## config.mk

```make
export PLATFORM = sky130hd
export DESIGN_NAME = cr_guard
export DESIGN_NICKNAME = d
export VERILOG_FILES = /design/src/rtl/cr_guard_pkg.sv /design/src/rtl/cr_guard_timer.sv /design/src/rtl/cr_guard_regs.sv /design/src/rtl/cr_guard_fsm.sv /design/src/rtl/cr_guard.sv
export SDC_FILE = /design/constraint.sdc
export NUM_CORES = 1
export LEC_CHECK = 0
export ABC_AREA = 0
export BUFFER_PORTS_ARGS = -buffer_cell sky130_fd_sc_hd__buf_2
export CORE_UTILIZATION = 54
export DETAILED_ROUTE_END_ITERATION = 6
export MAX_ROUTING_LAYER = met4
export PLACE_DENSITY = 0.82
export SLEW_MARGIN = 5
export SYNTH_ARGS = -nofsm -noshare
export SYNTH_HDL_FRONTEND = slang
export SYNTH_SLANG_ARGS = --single-unit
```

## constraint.sdc

```tcl
create_clock -name clk -period 2.25 [get_ports clk]
set_input_delay 0.225 -clock clk [delete_from_list [all_inputs] [get_ports clk]]
set_output_delay 0.225 -clock clk [all_outputs]
set_load 0.03 [all_outputs]
```

## src/rtl/cr_guard_pkg.sv

```systemverilog
package cr_guard_pkg;
    typedef enum logic [1:0] {
        ST_IDLE   = 2'd0,
        ST_SEL    = 2'd1,
        ST_HELD   = 2'd2,
        ST_COMMIT = 2'd3
    } cr_state_e;

    // Bit positions of the register byte (decoded by software and neighbours)
    localparam int B_WPEN = 7;
    localparam int B_WD_H = 6;
    localparam int B_WD_L = 5;
    localparam int B_BP_H = 4;
    localparam int B_BP_L = 3;
    localparam int B_RWL  = 2;
    localparam int B_WEL  = 1;
    localparam int B_PUP  = 0;
endpackage

```

## src/rtl/cr_guard_timer.sv

```systemverilog
module cr_guard_timer #(
    parameter int CYCLES = 20
) (
    input  logic clk,
    input  logic rst_n,
    input  logic start,
    output logic busy,
    output logic done
);
    localparam int CW = $clog2(CYCLES + 1);

    logic [CW-1:0] cnt;

    always_ff @(posedge clk or negedge rst_n) begin
        if (!rst_n) begin
            cnt <= '0;
        end else if (start) begin
            cnt <= CW'(CYCLES);
        end else if (cnt != '0) begin
            cnt <= cnt - 1'b1;
        end
    end

    assign busy = (cnt != '0);
    assign done = (cnt == CW'(1));
endmodule

```

## src/rtl/cr_guard_regs.sv

```systemverilog
module cr_guard_regs
    import cr_guard_pkg::*;
(
    input  logic       clk,
    input  logic       rst_n,
    input  logic       vol_we,
    input  logic       nv_we,
    input  logic       clr_rwl,
    input  logic [7:0] wr_byte,
    output logic [7:0] cr_byte
);
    logic       wpen, wel, rwl, pup;
    logic [1:0] wd, bp;

    always_ff @(posedge clk or negedge rst_n) begin
        if (!rst_n) begin
            wpen <= 1'b0;
            wd   <= 2'b00;
            bp   <= 2'b00;
            pup  <= 1'b0;
            wel  <= 1'b0;
            rwl  <= 1'b0;
        end else begin
            if (nv_we) begin
                wpen <= wr_byte[B_WPEN];
                wd   <= wr_byte[B_WD_H:B_WD_L];
                bp   <= wr_byte[B_BP_H:B_BP_L];
                pup  <= wr_byte[B_PUP];
            end else if (vol_we) begin
                wel  <= wr_byte[B_WEL];
                rwl  <= wr_byte[B_RWL] & wr_byte[B_WEL] & wel;
            end
            if (clr_rwl) begin
                rwl  <= 1'b0;
            end
        end
    end

    assign cr_byte = {wpen, wd, bp, rwl, wel, pup};
endmodule

```

## src/rtl/cr_guard_fsm.sv

```systemverilog
module cr_guard_fsm
    import cr_guard_pkg::*;
#(
    parameter int              ADDR_W   = 16,
    parameter logic [ADDR_W-1:0] REG_ADDR = '1
) (
    input  logic              clk,
    input  logic              rst_n,
    input  logic              wr_addr_vld,
    input  logic [ADDR_W-1:0] wr_addr,
    input  logic              data_vld,
    input  logic [7:0]        data_in,
    input  logic              stop_vld,
    input  logic              rd_req,
    input  logic [7:0]        cr_byte,
    input  logic              tmr_done,
    output logic              vol_we,
    output logic              nv_we,
    output logic [7:0]        hold_byte,
    output logic              ack_o,
    output logic [7:0]        rd_data_o,
    output logic              addr_zero_o,
    output logic              addr_undef_o
);
    cr_state_e state, state_nx;
    logic      hit, permit, take_byte, do_ack, do_read, do_undef;

    assign hit    = (wr_addr == REG_ADDR);
    assign permit = cr_byte[B_WEL] & cr_byte[B_RWL] & ~hold_byte[B_RWL];

    always_comb begin
        state_nx  = state;
        take_byte = 1'b0;
        do_ack    = 1'b0;
        do_read   = 1'b0;
        do_undef  = 1'b0;
        vol_we    = 1'b0;
        nv_we     = 1'b0;
        unique case (state)
            ST_COMMIT: begin
                if (tmr_done) state_nx = ST_IDLE;
            end
            ST_IDLE, ST_SEL, ST_HELD: begin
                if (wr_addr_vld) begin
                    state_nx = hit ? ST_SEL : ST_IDLE;
                    do_ack   = hit;
                end else if (rd_req) begin
                    if (state == ST_SEL) begin
                        do_ack   = 1'b1;
                        do_read  = 1'b1;
                        state_nx = ST_IDLE;
                    end
                end else if (data_vld) begin
                    if (state == ST_SEL) begin
                        do_ack    = 1'b1;
                        take_byte = 1'b1;
                        state_nx  = ST_HELD;
                    end
                end else if (stop_vld) begin
                    if (state == ST_HELD) begin
                        do_undef = 1'b1;
                        nv_we    = permit;
                        vol_we   = ~permit;
                        state_nx = permit ? ST_COMMIT : ST_IDLE;
                    end else begin
                        state_nx = ST_IDLE;
                    end
                end
            end
            default: state_nx = ST_IDLE;
        endcase
    end

    // State register and captured byte
    always_ff @(posedge clk or negedge rst_n) begin
        if (!rst_n) begin
            state     <= ST_IDLE;
            hold_byte <= 8'h00;
        end else begin
            state <= state_nx;
            if (take_byte) hold_byte <= data_in;
        end
    end

    // Registered outputs
    always_ff @(posedge clk or negedge rst_n) begin
        if (!rst_n) begin
            ack_o        <= 1'b0;
            rd_data_o    <= 8'h00;
            addr_zero_o  <= 1'b0;
            addr_undef_o <= 1'b0;
        end else begin
            ack_o        <= do_ack;
            addr_zero_o  <= do_read;
            addr_undef_o <= do_undef;
            if (do_read) rd_data_o <= cr_byte;
        end
    end
endmodule

```

## src/rtl/cr_guard.sv

```systemverilog
module cr_guard
    import cr_guard_pkg::*;
#(
    parameter int                ADDR_W        = 16,
    parameter logic [ADDR_W-1:0] REG_ADDR      = '1,
    parameter int                COMMIT_CYCLES = 20
) (
    input  logic              clk,
    input  logic              rst_n,
    input  logic              wr_addr_vld,
    input  logic [ADDR_W-1:0] wr_addr,
    input  logic              data_vld,
    input  logic [7:0]        data_in,
    input  logic              stop_vld,
    input  logic              rd_req,
    output logic              ack_o,
    output logic [7:0]        rd_data_o,
    output logic              busy_o,
    output logic              addr_zero_o,
    output logic              addr_undef_o,
    output logic              wpen_o,
    output logic [1:0]        wdsel_o,
    output logic [1:0]        bprot_o,
    output logic              pup_o
);
    logic       vol_we, nv_we, tmr_done;
    logic [7:0] hold_byte, cr_byte;

    cr_guard_fsm #(.ADDR_W(ADDR_W), .REG_ADDR(REG_ADDR)) u_fsm (
        .clk(clk), .rst_n(rst_n),
        .wr_addr_vld(wr_addr_vld), .wr_addr(wr_addr),
        .data_vld(data_vld), .data_in(data_in),
        .stop_vld(stop_vld), .rd_req(rd_req),
        .cr_byte(cr_byte), .tmr_done(tmr_done),
        .vol_we(vol_we), .nv_we(nv_we), .hold_byte(hold_byte),
        .ack_o(ack_o), .rd_data_o(rd_data_o),
        .addr_zero_o(addr_zero_o), .addr_undef_o(addr_undef_o)
    );

    cr_guard_regs u_regs (
        .clk(clk), .rst_n(rst_n),
        .vol_we(vol_we), .nv_we(nv_we), .clr_rwl(tmr_done),
        .wr_byte(hold_byte), .cr_byte(cr_byte)
    );

    cr_guard_timer #(.CYCLES(COMMIT_CYCLES)) u_timer (
        .clk(clk), .rst_n(rst_n),
        .start(nv_we), .busy(busy_o), .done(tmr_done)
    );

    assign wpen_o  = cr_byte[B_WPEN];
    assign wdsel_o = cr_byte[B_WD_H:B_WD_L];
    assign bprot_o = cr_byte[B_BP_H:B_BP_L];
    assign pup_o   = cr_byte[B_PUP];
endmodule

```

* Word level (Yosys, flattened, before mapping)
Index checks and enable logic that the tools add are counted.
** Word-level totals
- Output and inout bits :: 18
- Logic and storage cells :: 84
- Input bits :: 30
- Register bits :: 34
** Operators by class
- Reduce and logical (&&, ||, !) cells :: 8
- Multiplexer cells :: 45
- Bitwise gates (word level) :: 7
- Eq/ne operators :: 10
- $add $sub $neg :: 1
** Operators with widths (count)
- 2-to-1 mux 1 bit :: 33
- 2-to-1 mux 2 bit :: 9
- == test 16 bit (second input constant) :: 1
- 2-to-1 mux 5 bit :: 2
- != test 4 x 3 -> 1 bit (second input constant) :: 2
- == test 5 x 1 -> 1 bit (second input constant) :: 1
- != test 5 bit (second input constant) :: 1
- nonzero test 5 bit :: 1
- subtractor 5 x 1 -> 5 bit (second input constant) :: 1
- AND 1 bit :: 4
- == test 2 bit (second input constant) :: 2
- one-hot mux 2 bit (2 select lines) :: 1
- AND reduction 2 bit :: 2
- AND reduction 4 bit :: 1
- nonzero test 2 bit :: 2
- NOT 1 bit :: 3
- OR reduction 3 bit :: 1
- == test 2 x 1 -> 1 bit (second input constant) :: 1
- logical NOT 2 bit :: 1
- != test 2 x 1 -> 1 bit (second input constant) :: 1
- != test 2 bit (second input constant) :: 1

* Depth between registers and ports, before layout
- Word-level depth :: 12
- Gate-level depth with buffers :: 6
- Depth with buffers taken out :: 5

* By module
From an unflattened synthesis, not the netlist that was laid out.
** Second synthesis, totals
- Cells, all modules :: 116
- Area, all modules :: 1591.5 um^2
** Modules (own cells, without submodules)
- cr_guard_fsm :: area an instance 948.4 um^2, seq. area each 525.5 um^2, cells an instance 65, times used 1
- cr_guard_regs :: area an instance 362.8 um^2, seq. area each 200.2 um^2, cells an instance 24, times used 1
- cr_guard_timer :: area an instance 280.3 um^2, seq. area each 125.1 um^2, cells an instance 27, times used 1

* Worst setup path before layout
No wires, ideal clock.
- Path type :: reg2reg
- From :: register u_timer.cnt[0]
- To :: register u_timer.cnt[0]
- Library setup time :: 0.120 ns
- Required time :: 2.130 ns
- Arrival :: 1.447 ns
- Path buffers :: 1
- Clock period less this slack :: 1.567 ns
- Stages on the path, launching flop included :: 7
- Path slack :: 0.683 ns
- Cell sequence :: dfrtp_1 -> inv_1 -> ha_1 -> or4b_1 -> buf_2 -> xnor2_1 -> nor2_1
** On the way
- Elaborated cells on any way between the ends :: 5
- Classes of those cells :: add/sub (1); mux (2); reduce/logical (2)
** RTL lines
- start: declaration :: line cr_guard_timer.sv:12 : logic [CW-1:0] cnt;
- start signal: assignment :: line cr_guard_timer.sv:18 : cnt <= CW'(CYCLES);
- start signal: assignment :: line cr_guard_timer.sv:20 : cnt <= cnt - 1'b1;
- nonzero test 5 bit
- net busy_o :: line cr_guard.sv:18 : output logic busy_o,
- nonzero test 2 bit (no source line)
The timed path passes the listed nets, and every way through them passes these cells. The select of a mux whose other input is x is not followed.
A chain may end at the register's enable or synchronous reset.

* Final worst setup path
- From :: register u_timer.cnt[0]
- To :: output busy_o
** On the way
- Longest elaborated chain between the ends :: 1
** Ends and longest elaborated chain
- nonzero test 5 bit :: line cr_guard_timer.sv:24 : assign busy = (cnt != '0);
- end: declaration :: line cr_guard.sv:18
No other way between the ends.

==> metrics.yaml <==
status:
  status: "finished clean"
routing:
  wl_um: 3010
  drt_iter0_drc: 41
  dr.pass1.iters: 4
  ant_nets: 0
  via_count: 1144
  viasPerCell: 5.69
  drc_errors: 0
  drt-wirelength-per-cell_um: 15.0
place:
  dpl.cell_count: 192
  dpl.hpwl_um: 2290
  place.port_buffers: 47
  gp_congestion: 0.775
worst_setup_path:
  critical_path.cell_chain: "inv_1, ha_1, or4b_1, buf_2"
  crit_cells: 4
  crit_arrival_ns: 1.88
  critPathCaptureType: "output port"
  path_buf_inv: 2
  reg2reg_depth: 3
  cp_max_fo: 6
  crit_type: "flip-flop to output port"
  worstPathRequired_ns: 2.03
  crit_path_top_delay_cell: "or4b_1"
  slowest_delay_ns: 0.58
  cp-start-kind: "flip-flop"
  cp_top_family: "simple AND/OR/NAND/NOR gates"
floorplan:
  num_rows: 19
  io_pins: 48
  die_w_um: 56.0
  dieArea_sq_um: 3140
  coreArea_sq_um: 2760
  start_util_pct: 57.1
  dieHeight_um: 56.0
grt:
  antenna_found_initial: 0
  grt_use_met3_pct: 5.12
  grt_use_met2_pct: 37.4
  grt.busiest_layer: "met2"
  grt_overflow: 0
  grt_pass1_wl_um: 5220
  use_met1_pct: 25.4
  track_usage_pct: 22.3
  grt_max_degree: 35
  grt_pass1_vias: 1200
logic_synthesis:
  synth.top_cells.by_count: "34 x dfrtp_1, 21 x mux2_2, 5 x nor2_1"
  yosysMostFrequentCell: "dfrtp_1"
  seq_area_frac_synth_pct: 54.0
  synth_top_area_share_pct: 54.0
  synth_warnings: 0
  synthesis.nets: 150
  syn_inst: 117
  yosys-top-cells-area: "dfrtp_1 54%, mux2_2 15%, nor3b_4 3.6%, ha_1 2.4%, nand3_1 1.3%"
  syn_area_sq_um: 1580
  synth_ff_type: "dfrtp_1"
  synth_edf_count: 0
  yosysUniqueCellTypes: 40
  ys_seq_elements: 34
  synthArstFlopShare_pct: 100
  yosys.area.top_type: "dfrtp_1"
  avgSynthCellArea_sq_um: 13.5
power:
  power_density_nw_per_um2: 529
  p_leak_nw: 1.01
  peakVddDrop_mv: 0.475
sta:
  setup_viol_count_final: 0
  setup_tns_ns: 0
  skew_ns: 0.0124
  maxClockFrequency_mhz: 476
  worstMarginPinSlew_ns: 0.722
  drv_slew: 0
  period_minus_slack_ns: 2.10
  finalHoldViolations: 0
  slew_headroom_pct: 51.9
  rsz0062_at_grt: "false"
  period_share_pct: 93.4
clock_tree:
  cts.sinks: 34
  cts_buffers: 5
  htreeDepth: 2
  postCtsSetupBuffers: 0
  cts_tree: "yes"
  clkTransAtPathRegs_ns: 0.10
  clock_tree.root_cell: "clkbuf_4"
  worstSkewPairLatency_ns: 0.33
  clockBufferDepth: 2
min_path:
  whs_path_depth: 2
  hold_class: "primary input to flip-flop"
layout:
  fin_cells: 201
  drive_gt1_share_pct: 48.8
  fill_cells: 199
  area_growth_pct: 20.6
  fin_nets: 202
  final_util_pct: 68.9
  n_antenna_cell: 0
flow_run:
  cap_violations: 0
## logic make-up after synthesis
kind of cell    count (synthesis)  share of synthesized area, %
flops                          34                          54.0
xor+xnor                        1                         0.556
simple gates                   37                          18.0
fa+ha+maj                       3                          2.38
buf+inv                         6                          1.99
compound gates                 13                          6.43
mux                            23                          16.6
## report_power, final
group,internal [W],switching [W],leakage [nW]
registers,0.000611,0.00000000527,0.475
logic,0.0000237,0.0000270,0.499
clock network,0.000151,0.000192,0.0353
## timing repair
action	CTS	global route
resized for setup	0	0
endpoints found under the hold margin	34	0
hold buffers	1	0
## placed cells by master, fill, tap and decap left out, types with 2 or more instances in the layout
cell | netlist | layout
mux2_2 | 21 | 21
clkbuf_4 | 0 | 5
ha_1 | 3 | 3
nand3_1 | 4 | 4
nor3_1 | 3 | 3
nand3b_1 | 2 | 2
o21ai_0 | 2 | 2
nand4_1 | 3 | 3
buf_2 | 1 | 47
nand2_1 | 2 | 2
nand2b_1 | 2 | 2
a32oi_1 | 2 | 2
or4b_1 | 2 | 2
nor3b_4 | 3 | 3
nor2_1 | 5 | 5
dfrtp_1 | 34 | 34
inv_1 | 3 | 3
## worst paths after layout
check / from / to / slack, ns
setup reg to reg: u_fsm.state[0] / u_fsm.rd_data_o[6] / 0.48
max in group asynchronous: rst_n / u_fsm.addr_undef_o / 1.30
setup / recovery: u_timer.cnt[0] / busy_o / 0.15
hold reg to reg: u_fsm.rd_data_o[4] / u_fsm.rd_data_o[4] / 0.52
min in group asynchronous: rst_n / u_timer.cnt[3] / 0.47
hold / removal: data_in[6] / u_fsm.hold_byte[6] / 0.12
## metrics by stage
stage               power [W]  hold WS (ns)  instance area (sq um)  worst slack (ns)
detailed placement   0.000673         0.332                   1830             0.487
CTS                   0.00102         0.110                   1900             0.130
finish                0.00100         0.118                   1900             0.148
global route          0.00105         0.116                   1900            0.0516
global placement     0.000671         0.326                   1830             0.595
floorplan            0.000630       -0.0706                   1580             0.683
## sequential cells by signal (all words and copies together), names as in the netlist
| register | cells |
|---|---|
| u_fsm.rd_data_o | 8 |
| u_fsm.ack_o | 1 |
| u_fsm.state | 2 |
| u_fsm.addr_undef_o | 1 |
| u_fsm.addr_zero_o | 1 |
| u_fsm.hold_byte | 8 |
| u_regs.wd | 2 |
| u_regs.wel | 1 |
| u_regs.rwl | 1 |
| u_regs.pup | 1 |
| u_timer.cnt | 5 |
| u_regs.bp | 2 |
| u_regs.wpen | 1 |
## worst register-to-register path, stage by stage (launching register included)
cell     delay (ns)
dfrtp_1        0.54
nor3b_4        0.32
and2_1         0.42
mux2_2         0.39
## metal layers
metal	part of all wire (%)	vias to the layer above
met4	2.9	0
li1	-	538
met1	40	569
met2	54	25
met3	2.9	12
met5	0	-
## layout make-up
cell class | count | area [sq um] | area share, %
flip-flops and latches | 34 | 851 | 44.8
multi-input cells | 77 | 693 | 36.5
repair buffers | 48 | 245 | 12.9
clock buffers | 7 | 55.1 | 2.90
well taps | 31 | 38.8 | 2.04
inverters | 3 | 11.3 | 0.593
clock inverters | 1 | 5.00 | 0.264
Note: power is estimated with default switching activity, not from simulation.
